===== src/rtl/ccp_pkg.sv =====
package ccp_pkg;
  localparam int NPOL     = 4;
  localparam int DW       = 32;
  localparam int AW       = 3;
  localparam logic [23:0] KEY_VAL = 24'hA5A500;

  localparam logic [AW-1:0] A_KEY  = 3'd0;
  localparam logic [AW-1:0] A_CTRL = 3'd1;
  localparam logic [AW-1:0] A_TGT  = 3'd2;
  localparam logic [AW-1:0] A_STOP = 3'd3;

  localparam int CTRL_START = 0;
  localparam int CTRL_DIRECT = 1;
  localparam int CTRL_HALTED = 3;

  typedef logic [1:0] policy_t;
endpackage


===== src/rtl/ccp_keygate.sv =====
module ccp_keygate
  import ccp_pkg::*;
(
  input  logic          clk,
  input  logic          rst_n,
  input  logic          wr_en,
  input  logic [AW-1:0] addr,
  input  logic [23:0]   key_field,
  input  logic          grant_bit,
  output logic          access,
  output logic          viol,
  output logic          wr_ok
);
  logic key_hit;

  assign key_hit = wr_en && (addr == A_KEY);
  assign wr_ok   = wr_en && (addr != A_KEY) && access;

  always_ff @(posedge clk) begin
    if (!rst_n) begin
      access <= 1'b0;
      viol   <= 1'b0;
    end else begin
      if (key_hit && (key_field == KEY_VAL))
        access <= grant_bit;
      if (wr_en && (addr != A_KEY) && !access)
        viol <= 1'b1;
    end
  end
endmodule


===== src/rtl/ccp_maskbank.sv =====
module ccp_maskbank
  import ccp_pkg::*;
#(
  parameter int NCLK = 32
) (
  input  logic                      clk,
  input  logic                      rst_n,
  input  logic                      wr_ok,
  input  logic                      halted,
  input  logic [AW-1:0]             addr,
  input  logic [NCLK-1:0]           wr_mask,
  input  policy_t                   sel,
  output logic [NPOL-1:0][NCLK-1:0] masks,
  output logic [NCLK-1:0]           sel_mask
);
  for (genvar p = 0; p < NPOL; p++) begin : g_pol
    localparam logic [AW-1:0] MY_ADDR = AW'(NPOL + p);
    always_ff @(posedge clk) begin
      if (!rst_n)
        masks[p] <= '1;
      else if (wr_ok && halted && (addr == MY_ADDR))
        masks[p] <= wr_mask;
    end
  end

  assign sel_mask = masks[sel];
endmodule


===== src/rtl/ccp_engine.sv =====
module ccp_engine
  import ccp_pkg::*;
#(
  parameter int      SETTLE_CYCLES = 4,
  parameter int      STOP_CYCLES   = 2,
  parameter policy_t RESET_POLICY  = 2'd2
) (
  input  logic    clk,
  input  logic    rst_n,
  input  logic    start_req,
  input  logic    direct,
  input  logic    stop_req,
  input  policy_t target,
  output logic    busy,
  output logic    stopping,
  output logic    halted,
  output logic    done,
  output policy_t active,
  output policy_t pend
);
  localparam int MAXC = (SETTLE_CYCLES > STOP_CYCLES) ? SETTLE_CYCLES : STOP_CYCLES;
  localparam int CW   = (MAXC > 1) ? $clog2(MAXC) : 1;
  localparam logic [CW-1:0] SETTLE_LD = CW'(SETTLE_CYCLES - 1);
  localparam logic [CW-1:0] STOP_LD   = CW'(STOP_CYCLES - 1);

  logic [CW-1:0] cnt;

  assign done = busy && (cnt == '0);

  always_ff @(posedge clk) begin
    if (!rst_n) begin
      busy     <= 1'b0;
      stopping <= 1'b0;
      halted   <= 1'b0;
      cnt      <= '0;
      active   <= RESET_POLICY;
      pend     <= RESET_POLICY;
    end else if (busy) begin
      if (cnt == '0) begin
        busy   <= 1'b0;
        active <= pend;
      end else begin
        cnt <= cnt - 1'b1;
      end
    end else if (stopping) begin
      if (cnt == '0) begin
        stopping <= 1'b0;
        halted   <= 1'b1;
      end else begin
        cnt <= cnt - 1'b1;
      end
    end else if (start_req) begin
      busy   <= 1'b1;
      halted <= 1'b0;
      cnt    <= SETTLE_LD;
      pend   <= target;
      if (direct)
        active <= target;
    end else if (stop_req && !halted) begin
      stopping <= 1'b1;
      cnt      <= STOP_LD;
    end
  end
endmodule


===== src/rtl/ccp_top.sv =====
module ccp_top
  import ccp_pkg::*;
#(
  parameter int      NCLK          = 32,
  parameter int      SETTLE_CYCLES = 4,
  parameter int      STOP_CYCLES   = 2,
  parameter policy_t RESET_POLICY  = 2'd2
) (
  input  logic            clk,
  input  logic            rst_n,
  input  logic            wr_en,
  input  logic [2:0]      addr,
  input  logic [31:0]     wr_data,
  output logic [31:0]     rd_data,
  output logic [NCLK-1:0] clk_en,
  output logic            busy,
  output logic [1:0]      active_policy
);
  logic access_q, viol_q, wr_ok;
  logic busy_w, stopping_w, halted_w, done_w;
  policy_t active_w, pend_w, target_q;
  logic [NPOL-1:0][NCLK-1:0] masks_w;
  logic [NCLK-1:0] sel_mask_w;
  logic start_req, stop_req;

  ccp_keygate u_key (
    .clk(clk), .rst_n(rst_n), .wr_en(wr_en), .addr(addr),
    .key_field(wr_data[31:8]), .grant_bit(wr_data[0]),
    .access(access_q), .viol(viol_q), .wr_ok(wr_ok)
  );

  assign start_req = wr_ok && (addr == A_CTRL) && wr_data[CTRL_START];
  assign stop_req  = wr_ok && (addr == A_STOP) && wr_data[0];

  ccp_engine #(
    .SETTLE_CYCLES(SETTLE_CYCLES), .STOP_CYCLES(STOP_CYCLES),
    .RESET_POLICY(RESET_POLICY)
  ) u_eng (
    .clk(clk), .rst_n(rst_n), .start_req(start_req),
    .direct(wr_data[CTRL_DIRECT]), .stop_req(stop_req), .target(target_q),
    .busy(busy_w), .stopping(stopping_w), .halted(halted_w), .done(done_w),
    .active(active_w), .pend(pend_w)
  );

  ccp_maskbank #(.NCLK(NCLK)) u_masks (
    .clk(clk), .rst_n(rst_n), .wr_ok(wr_ok), .halted(halted_w), .addr(addr),
    .wr_mask(wr_data[NCLK-1:0]), .sel(pend_w), .masks(masks_w),
    .sel_mask(sel_mask_w)
  );

  always_ff @(posedge clk) begin
    if (!rst_n) begin
      target_q <= RESET_POLICY;
      clk_en   <= '1;
    end else begin
      if (wr_ok && (addr == A_TGT))
        target_q <= wr_data[1:0];
      if (done_w)
        clk_en <= sel_mask_w;
    end
  end

  always_comb begin
    rd_data = '0;
    if (addr[2]) begin
      rd_data = DW'(masks_w[addr[1:0]]);
    end else begin
      case (addr)
        A_KEY:  rd_data = {30'd0, viol_q, access_q};
        A_CTRL: rd_data = {28'd0, halted_w, 2'b00, busy_w};
        A_TGT:  rd_data = {28'd0, active_w, target_q};
        A_STOP: rd_data = {31'd0, stopping_w};
        default: rd_data = '0;
      endcase
    end
  end

  assign busy          = busy_w;
  assign active_policy = active_w;
endmodule


===== config.mk =====
export PLATFORM = sky130hd
export DESIGN_NAME = ccp_top
export DESIGN_NICKNAME = d
export VERILOG_FILES = /design/src/rtl/ccp_pkg.sv /design/src/rtl/ccp_keygate.sv /design/src/rtl/ccp_maskbank.sv /design/src/rtl/ccp_engine.sv /design/src/rtl/ccp_top.sv
export SDC_FILE = /design/constraint.sdc
export NUM_CORES = 1
export LEC_CHECK = 0
export ABC_AREA = 1
export CAP_MARGIN = 20
export CORE_ASPECT_RATIO = 1.75
export CORE_MARGIN = 8
export CORE_UTILIZATION = 40
export DETAILED_ROUTE_END_ITERATION = 16
export PLACE_DENSITY = 0.67
export SYNTH_ARGS = -nofsm -noshare
export SYNTH_HDL_FRONTEND = slang
export SYNTH_SLANG_ARGS = --single-unit
export TNS_END_PERCENT = 5

===== constraint.sdc =====
create_clock -name clk -period 2.9 [get_ports clk]
set_clock_uncertainty 0.05 [all_clocks]
set_input_delay 0.435 -clock clk [delete_from_list [all_inputs] [get_ports clk]]
set_output_delay 0.435 -clock clk [all_outputs]
set_load 0.05 [all_outputs]

After elaboration in Yosys (flattened, before gate mapping)
Cells that the tools add are included.
{"block": "word_totals", "regBits": 173, "latchBits": 0, "ramBits": 0, "romBits": 0, "in_bits": 38, "n_memories": 0}
{"block": "op_classes", "n_addsub": 1, "multipliers": 0, "n_div": 0, "n_lt_le_gt_ge": 2, "n_eq_ne": 11, "shift": 0, "muxes": 26, "bitwise_logic": 2, "n_reduce_logical": 29}
{"op": "32-bit binary-select mux with 2-bit select", "count": 2}
{"op": "32-bit 2-to-1 mux", "count": 3}
{"op": "24-bit equality test (second input constant)", "count": 1}
{"op": "2-bit 2-to-1 mux", "count": 10}
{"op": "1-bit logical AND", "count": 17}
{"op": "4-bit case mux with 4 select lines", "count": 1}
{"op": "3-bit equality test (second input constant)", "count": 4}
{"op": "1-bit 2-to-1 mux", "count": 10}
{"op": "3-bit by 2-bit equality test with 1-bit output (second input constant)", "count": 2}
{"op": "2-bit by 3-bit < comparator with 1-bit output (second input constant)", "count": 2}
{"op": "3-bit AND reduction", "count": 2}
{"op": "2-bit nonzero test", "count": 3}
{"op": "2-bit != test (second input constant)", "count": 2}
{"op": "4-bit AND reduction", "count": 1}
{"op": "4-bit nonzero test", "count": 1}
{"op": "3-bit by 1-bit equality test with 1-bit output (second input constant)", "count": 1}
{"op": "3-bit logical NOT", "count": 1}
{"op": "3-bit nonzero test", "count": 1}
{"op": "1-bit logical NOT", "count": 2}
{"op": "2-bit logical NOT", "count": 1}
{"op": "2-bit by 1-bit != test with 1-bit output (second input constant)", "count": 1}
{"op": "1-bit inverter", "count": 2}
{"op": "2-bit by 1-bit subtractor with 2-bit output (second input constant)", "count": 1}

Logic depth before layout (Yosys ltp)
Gate-level depths: netlist of the first run.
{"block": "logic_depth", "word_depth": 10, "ltp_mapped": 10, "ltp_nobuf": 9}

Hierarchy
Synthesis of the first run repeated with hierarchy kept, for this count alone.
{"block": "unflattened", "hier_cells": 1406, "hier_area_um2": 9061.2}
{"mod": "ccp_maskbank", "n_inst": 1, "cells_each": 823, "area_per_inst_um2": 5915.7, "seq_area_each_um2": 2562.5}
{"mod": "ccp_top", "n_inst": 1, "cells_each": 466, "area_per_inst_um2": 2438.6, "seq_area_each_um2": 680.7}
{"mod": "ccp_engine", "n_inst": 1, "cells_each": 67, "area_per_inst_um2": 465.4, "seq_area_each_um2": 180.2}
{"mod": "ccp_keygate", "n_inst": 1, "cells_each": 50, "area_per_inst_um2": 241.5, "seq_area_each_um2": 40.0}

Worst setup path before layout of the first run
OpenSTA, ideal clock, no wires.
{"block": "synth_path", "path_kind": "reg2out", "startpoint": "register u_eng.busy", "endpoint": "output port rd_data[0]", "arrival_ns": 1.950, "t_required_ns": 2.415, "path_slack_ns": 0.465, "stages_incl_launch_ff": 6, "n_path_buf": 1, "path_cell_list": "dfxtp_1 clkbuf_1 inv_1 o21ai_0 a211oi_1 a21oi_1"}
{"block": "synth_via", "elab_chain_len": 2}
{"element": "from (decl)", "line_no": "ccp_engine.sv:14", "text": "output logic busy,"}
{"element": "from (signal assigned)", "line_no": "ccp_engine.sv:32", "text": "busy <= 1'b0;"}
{"element": "from (signal assigned)", "line_no": "ccp_engine.sv:40", "text": "busy <= 1'b0;"}
{"element": "from (signal assigned)", "line_no": "ccp_engine.sv:53", "text": "busy <= 1'b1;"}
{"element": "4-bit case mux with 4 select lines", "line_no": "ccp_top.sv:68", "text": "case (addr)"}
{"element": "32-bit 2-to-1 mux", "line_no": "ccp_top.sv:65", "text": "if (addr[2]) begin"}
{"element": "to (decl)", "line_no": "ccp_top.sv:14", "text": "output logic [31:0] rd_data,"}
Every way passes these cells.

Worst setup path after layout of the first run
{"block": "layout_path", "startpoint": "input port addr[0]", "endpoint": "output port rd_data[22]"}
{"block": "layout_via", "elab_chain_len": 3}
{"element": "from (decl)", "line_no": "ccp_top.sv:12", "text": "input logic [2:0] addr,"}
{"element": "32-bit binary-select mux with 2-bit select", "line_no": "ccp_top.sv:66", "text": "rd_data = DW'(masks_w[addr[1:0]]);"}
{"element": "32-bit 2-to-1 mux (implied by the code)", "line_no": "ccp_top.sv:66"}
{"element": "32-bit 2-to-1 mux", "line_no": "ccp_top.sv:65"}
Every way passes these cells. The select of a mux whose other input is x is not followed.

==> out/summary.log, run 1 <==
qor: clock_tree.worstSkewPairLatency 0.42 ns
qor: synth.synthesis.nets 1223
qor: timing.post-route-worst-setup-slack 0.167 ns
qor: worst_setup_path.timing.critical_path.from addr[0]
qor: worst_setup_path.critical_path.endpoint rd_data[22]
qor: floorplanning.core_area 0.0197 mm^2
qor: route.via_count 8291
qor: worst_setup_path.setup.worst_path.start_class input pin
qor: timing.fin_setup_tns 0 ns
qor: job.drv.max_cap_violation_count 0
qor: hold_path.hold_class flop to flop
qor: grt.globalRouteTotalUtil 21.5%
qor: synth.yosys.cell_types.count 27
qor: floorplanning.initial_utilization 40.8%
qor: power.cell_internal_pwr 3800 uW
qor: synth.synth_simple_gate_area_share 35.9%
qor: synth.post_synth_xor_area_fraction 0%
qor: route.route.detailed.drc 0
qor: placed_design.gpl.final_weighted_congestion 0.848
qor: synth.post_synth_inst_count 1185
qor: clock_tree.htree_num_levels 4
qor: synth.seq_area_frac_synth 43.0%
qor: worst_setup_path.critical_path_max_stage_delay 0.48 ns
qor: finish.finalCoreUtilization 49.6%
qor: worst_setup_path.cp_max_fo 17
qor: finish.layout-drive-gt1-share 8.86%
qor: timing.timing_worst_slew_pin_value 1.00 ns
qor: route.postRouteAntennaNets 0
qor: finish.layout.filler_cells 2011
qor: timing.slew_violations 0
qor: clock_tree.cts_max_path_buffers 2
qor: worst_setup_path.r2r_cells 8
qor: synth.multiplexer_share_of_the_synthesized_area 0%
qor: worst_setup_path.crit-reg2reg-capture u_masks.masks[25]
qor: power.power.density_cell_area 524 mW/mm^2
qor: worst_setup_path.rrSetupSlack 0.90 ns
qor: floorplanning.design.portCount 105
qor: power.share_comb_of_total_power 9.7%
qor: floorplanning.design.die.area 0.0251 mm^2
qor: clock_tree.post_cts.repair.setup_buffers 0
qor: timing.setup-violations-final 0
qor: route.routedWlPerCell 17.6 um
qor: worst_setup_path.endpoint_kind output pin
qor: power.vdd.ir_drop.worst 0.279 mV
qor: synth.synth_top_family_by_area simple AND/OR/NAND/NOR gates
qor: timing.setup_repair_after_global_routing_missed_its_margin no
qor: worst_setup_path.worstPathCellList clkdlybuf4s50_1, nor2_2, buf_4, a221oi_1, nor2_1, buf_4
qor: synth.yosys.area_share.adder 0%
qor: timing.post-route-min-period 2.73 ns
qor: power.pwr-share-clk 44.0%
qor: route.postRouteWirelength 26600 um
qor: timing.final.period_utilization 94.2%
qor: timing.maxClockFrequency 366 MHz
qor: route.drtIter0Drc 707
qor: placed_design.port_buffers 104
qor: timing.maxSlewHeadroom 33.1%
qor: clock_tree.cts_sinks 173
qor: clock_tree.cts_tree yes
qor: grt.antenna_violations_before_repair 1
qor: finish.total_nets_final 1291
qor: synth.postSynthRegisterBits 173
qor: worst_setup_path.worst-setup-path-type input pin to output pin
qor: route.firstDrtPassIters 5
qor: grt.grt_overflow 0
qor: synth.mappedNetlistArea 0.00805 mm^2
qor: clock_tree.cts.clk_slew.worst_paths 0.06 ns
qor: run_status.run_status complete, no violations
qor: grt.grt_start_max_net_pins 136
qor: route.avgViaCountPerCell 5.49
qor: floorplanning.floorplan.rows 68
qor: grt.first_pass_grt_wire_length 42900 um
qor: grt.number_of_global_route_vias_before_repair 8116
qor: finish.leading_cell_types_in_the_layout_fill_and_taps_excluded sky130_fd_sc_hd__nand2_1, sky130_fd_sc_hd__nand3_1, sky130_fd_sc_hd__dfxtp_1
qor: power.static-leakage-power 0.00460 uW
qor: worst_setup_path.reg2reg_from u_eng.halted
qor: finish.syn_to_final_growth 21.8%
qor: power.flop_pwr_share 46.3%
qor: clock_tree.cts_made_buffers 17
qor: placed_design.dp_hpwl 17200 um
qor: worst_setup_path.critPathArrivalTime 2.25 ns
qor: timing.finalHoldViolCount 0
qor: power.net-switching-power 1340 uW
qor: placed_design.placement.setup.worst_slack 0.000929 ns
qor: power.power_switching_share 26.0%
qor: synth.synth-compound-area-share 12.9%
qor: floorplanning.die_h 204 um
qor: finish.mostFrequentLayoutCell sky130_fd_sc_hd__nand2_1
qor: synth.synth.yosys.warnings 0
qor: worst_setup_path.crit_required 2.41 ns
qor: worst_setup_path.cell_mode_on_critical_path sky130_fd_sc_hd__buf_4
qor: hold_path.hold_depth 2
qor: synth.synth.avg_cell_area 6.79 um^2
qor: worst_setup_path.critical_path.slowest_cell sky130_fd_sc_hd__clkdlybuf4s50_1
qor: floorplanning.floorplan.die.width 123 um
qor: clock_tree.ctsRootBufferMaster sky130_fd_sc_hd__clkbuf_16
-- routing by layer --
layer / routed length, um / global-route usage (%)
met1: 10200 / 24.1
met3: 1770 / 3.79
met2: 13500 / 37.6
met4: 1040 / 11.2
met5: 0 / 0
-- flip-flops by register name, indices dropped and copies added (netlist names) --
signal and count:
u_eng.pend 2, u_eng.cnt 2, u_eng.busy 1, u_key.viol 1, u_eng.active 2, clk_en 32, target_q 2, u_key.access 1
u_eng.halted 1, u_masks.masks 128, u_eng.stopping 1
-- power by group through the flow --
stage | Sequential, uW | Combinational [uW] | Clock, uW
after detailed placement | 2430 | 497 | 0
after global placement | 2430 | 497 | 0
after global routing | 2370 | 528 | 2390
after CTS | 2380 | 499 | 2290
after floorplan | 2430 | 273 | 0
final | 2380 | 499 | 2260
-- what timing repair did --
item                                   in CTS  in global routing
gates resized for setup                     0                  2
setup endpoints to repair                   0                  4
hold buffers                                0                  0
endpoints found under the hold margin       0                  0
-- logic make-up after synthesis --
family | Yosys count
and+or+nand+nor | 684
AOI/OAI and AO/OA | 182
DFF | 173
buffers and inverters | 146
-- stage by stage --
| stage | total power (uW) | hold slack, ns | instance area (um^2) | std cells |
|---|---|---|---|---|
| 3_3_place_gp | 2930 | 0.388 | 9220 | 1479 |
| 5_1_grt | 5290 | 0.425 | 9800 | 1510 |
| 6_report | 5130 | 0.407 | 9800 | 1510 |
| 3_5_place_dp | 2930 | 0.392 | 9220 | 1479 |
| 2_1_floorplan | 2700 | 0.379 | 8050 | 1185 |
| 4_1_cts | 5160 | 0.409 | 9790 | 1509 |
-- cell type report --
class	instances	area (um^2)	share of cell area [%]
clock inverters	13	145	1.48
diodes	1	2.50	0.0255
repair buffers	135	1290	13.2
inverters	60	225	2.30
multi-input cells	866	3940	40.2
flip-flops and latches	173	3460	35.4
clock buffers	17	425	4.34
well taps	245	307	3.13
-- synthesized netlist by cell type, drive strengths merged --
library cell  number  share of area [%]
nand2            414                 19
nand3            205                 13
dfxtp            173                 43
a21oi             75                4.7
o21ai             71                4.4
inv               58                2.7
nor2              58                3.1
clkbuf            55                2.6
buf               31                2.8
a221oi            29                3.2
nand4              4               0.31
nor3               3               0.19
a211oi             2               0.19
clkinv             2              0.093
o2111ai            2               0.22
a22oi              1              0.093
o211ai             1              0.093
o221ai             1               0.11
-- worst max-delay path, delay by kind of cell --
family / cells / cell delay [ns]
AO/OA/AOI/OAI: 1 / 0.17
AND/OR/NAND/NOR: 2 / 0.56
buffers and inverters: 3 / 1.07
-- worst min-delay path by stage --
| stage | from | end | slack, ns |
|---|---|---|---|
| 6_report | u_masks.masks[82] | u_masks.masks[82] | 0.41 |
| 5_1_grt | u_masks.masks[81] | u_masks.masks[81] | 0.42 |
| 4_1_cts | u_masks.masks[82] | u_masks.masks[82] | 0.41 |
| 3_5_place_dp | u_masks.masks[84] | u_masks.masks[84] | 0.39 |
| 3_3_place_gp | u_masks.masks[89] | u_masks.masks[89] | 0.39 |
| 2_1_floorplan | u_masks.masks[0] | u_masks.masks[0] | 0.38 |
(Power assumes the default switching activity.)
==> run 2, diff against run 1 <==
CAP_MARGIN = 40   (was 20)
==> run 2 against run 1 <==
Net effect:
- final cell count about the same
- die area did not move
- flip-flop and latch count stayed put
- non-clock buffer count is 1 higher
- first-iteration DRC count increased by 4.7%
- total power up 1.9%
- combinational power barely moved
- fmax shrank 0.36%
- count of clock-buffer cells in the layout unchanged
- core utilization is 0.22 points higher
- via count about the same
- highest routed layer unchanged
==> out/summary.log, run 2 (same netlist as run 1, synthesis figures left out) <==
qor: run_status.run_status complete, no violations [unchanged]
qor: worst_setup_path.cell_mode_on_critical_path sky130_fd_sc_hd__buf_4 [unchanged]
qor: timing.post-route-worst-setup-slack 0.158 ns [was 0.167 ns]
qor: worst_setup_path.crit_required 2.41 ns [about the same]
qor: finish.mostFrequentLayoutCell sky130_fd_sc_hd__nand2_1 [unchanged]
qor: grt.grt_overflow 0 [unchanged]
qor: floorplanning.initial_utilization 40.8% [unchanged]
qor: route.drtIter0Drc 740 [was 707]
qor: finish.largest_reg_flops 128 [unchanged]
qor: clock_tree.cts.hold.buffers_added 0 [unchanged]
qor: timing.maxSlewHeadroom 45.6% [was 33.1%]
qor: timing.setup-violations-final 0 [unchanged]
qor: power.vdd.ir_drop.worst 0.308 mV [was 0.279 mV]
qor: timing.maxClockFrequency 365 MHz [was 366 MHz]
qor: hold_path.hold_class flop to flop [unchanged]
qor: floorplanning.die_h 204 um [unchanged]
qor: route.avgViaCountPerCell 5.49 [about the same]
qor: worst_setup_path.critical_path_max_stage_delay 0.48 ns [about the same]
qor: route.postRouteAntennaNets 0 [unchanged]
qor: clock_tree.ctsRootBufferMaster sky130_fd_sc_hd__clkbuf_16 [unchanged]
qor: timing.final.period_utilization 94.6% [was 94.2%]
qor: timing.finalHoldViolCount 0 [unchanged]
qor: timing.fin_setup_tns 0 ns [unchanged]
qor: clock_tree.postCtsResizedCells 0 [unchanged]
qor: clock_tree.cts_made_buffers 17 [unchanged]
qor: worst_setup_path.cp_max_fo 17 [unchanged]
qor: floorplanning.core_area 0.0197 mm^2 [unchanged]
qor: finish.largestRegisters u_masks.masks x128, clk_en x32 [unchanged]
qor: finish.leading_cell_types_in_the_layout_fill_and_taps_excluded sky130_fd_sc_hd__nand2_1, sky130_fd_sc_hd__nand3_1, sky130_fd_sc_hd__dfxtp_1 [unchanged]
qor: grt.globalRouteTotalUtil 21.5% [about the same]
qor: floorplanning.design.portCount 105 [unchanged]
qor: floorplanning.floorplan.rows 68 [unchanged]
qor: worst_setup_path.endpoint_kind output pin [unchanged]
qor: finish.syn_to_final_growth 22.3% [was 21.8%]
qor: job.drv.max_cap_violation_count 0 [unchanged]
qor: floorplanning.design.die.area 0.0251 mm^2 [unchanged]
qor: worst_setup_path.worstPathCellList clkdlybuf4s50_1, nor2_2, buf_4, a221oi_1, nor2_1, buf_4 [unchanged]
qor: clock_tree.worstSkewPairLatency 0.43 ns [was 0.42 ns]
qor: power.power.density_cell_area 532 mW/mm^2 [was 524 mW/mm^2]
qor: placed_design.dp_hpwl 17300 um [was 17200 um]
qor: clock_tree.cts_max_path_buffers 2 [unchanged]
qor: timing.setup_repair_after_global_routing_missed_its_margin no [unchanged]
qor: route.firstDrtPassIters 5 [unchanged]
qor: clock_tree.cts_sinks 173 [unchanged]
qor: clock_tree.cts_tree yes [unchanged]
qor: power.static-leakage-power 0.00462 uW [was 0.00460 uW]
qor: finish.total_nets_final 1292 [was 1291]
qor: worst_setup_path.critPathArrivalTime 2.26 ns [was 2.25 ns]
qor: placed_design.placement.setup.worst_slack 0.0108 ns [was 0.000929 ns]
qor: grt.grt_start_max_net_pins 136 [unchanged]
qor: route.via_count 8298 [was 8291]
qor: clock_tree.htree_num_levels 4 [unchanged]
qor: grt.first_pass_grt_wire_length 42900 um [about the same]
qor: grt.number_of_global_route_vias_before_repair 8108 [was 8116]
qor: route.postRouteWirelength 26700 um [was 26600 um]
qor: timing.timing_worst_slew_pin_value 0.815 ns [was 1.00 ns]
qor: clock_tree.post_cts.repair.setup_buffers 0 [unchanged]
qor: worst_setup_path.worst-setup-path-type input pin to output pin [unchanged]
qor: timing.slew_violations 0 [unchanged]
qor: timing.post-route-min-period 2.74 ns [was 2.73 ns]
qor: placed_design.port_buffers 104 [unchanged]
qor: power.fin_total_pwr 5230 uW [was 5130 uW]
qor: finish.layout-drive-gt1-share 8.93% [was 8.86%]
qor: route.route.detailed.drc 0 [unchanged]
qor: grt.antenna_violations_before_repair 1 [unchanged]
qor: worst_setup_path.setup.worst_path.start_class input pin [unchanged]
qor: worst_setup_path.critical_path.slowest_cell sky130_fd_sc_hd__clkdlybuf4s50_1 [unchanged]
qor: floorplanning.floorplan.die.width 123 um [unchanged]
qor: placed_design.gpl.final_weighted_congestion 0.848 [unchanged]
qor: finish.max_flop_register u_masks.masks [unchanged]
qor: clock_tree.cts.clk_slew.worst_paths 0.07 ns [was 0.06 ns]
qor: route.routedWlPerCell 17.7 um [was 17.6 um]
run 2: path summary, 6_finish.rpt:
kind | from | end | slack, ns | cells after the start
min reg2reg | u_masks.masks[81] | u_masks.masks[81] | 0.41 | 2
max reg2reg | u_eng.halted | u_masks.masks[33] | 0.89 | 8
min | u_masks.masks[81] | u_masks.masks[81] | 0.41 | 2
max | addr[0] | rd_data[22] | 0.16 | 6
run 2: through the flow:
stage               cell area (um^2)  hold WS [ns]  utilization, %  cells
floorplan                       8050         0.379               -   1185
global placement                9220         0.388            46.7   1479
detailed placement              9240         0.392            46.8   1480
CTS                             9830         0.409            49.8   1510
global route                    9840         0.431            49.9   1511
finish                          9840         0.406            49.9   1511
run 2: area by class of cell:
class                      instances  area [um^2]
timing repair buffer             136         1310
tap                              245          307
multi-input combinational        866         3940
fill                            1994         9900
clock buffer                      17          425
sequential                       173         3460
antenna                            1         2.50
inverter                          60          225
clock inverter                    13          169
run 2: layer usage:
metal	GRT usage, %	wire length (um)
met5	0	0
met4	11.8	1200
met3	3.57	1600
met2	37.2	13600
met1	24.3	10300
run 2: power breakdown:
group / total [uW] / internal, uW / switching [uW]
Clock: 2360 / 1350 / 1000
Sequential: 2380 / 2380 / 0.214
Combinational: 500 / 154 / 346
Total: 5230 / 3880 / 1350
run 2: critical path, delay by kind of cell:
| family | cells | cell delay [ns] |
|---|---|---|
| and+or+nand+nor | 2 | 0.57 |
| buffers and inverters | 3 | 1.07 |
| AOI/OAI and AO/OA | 1 | 0.16 |
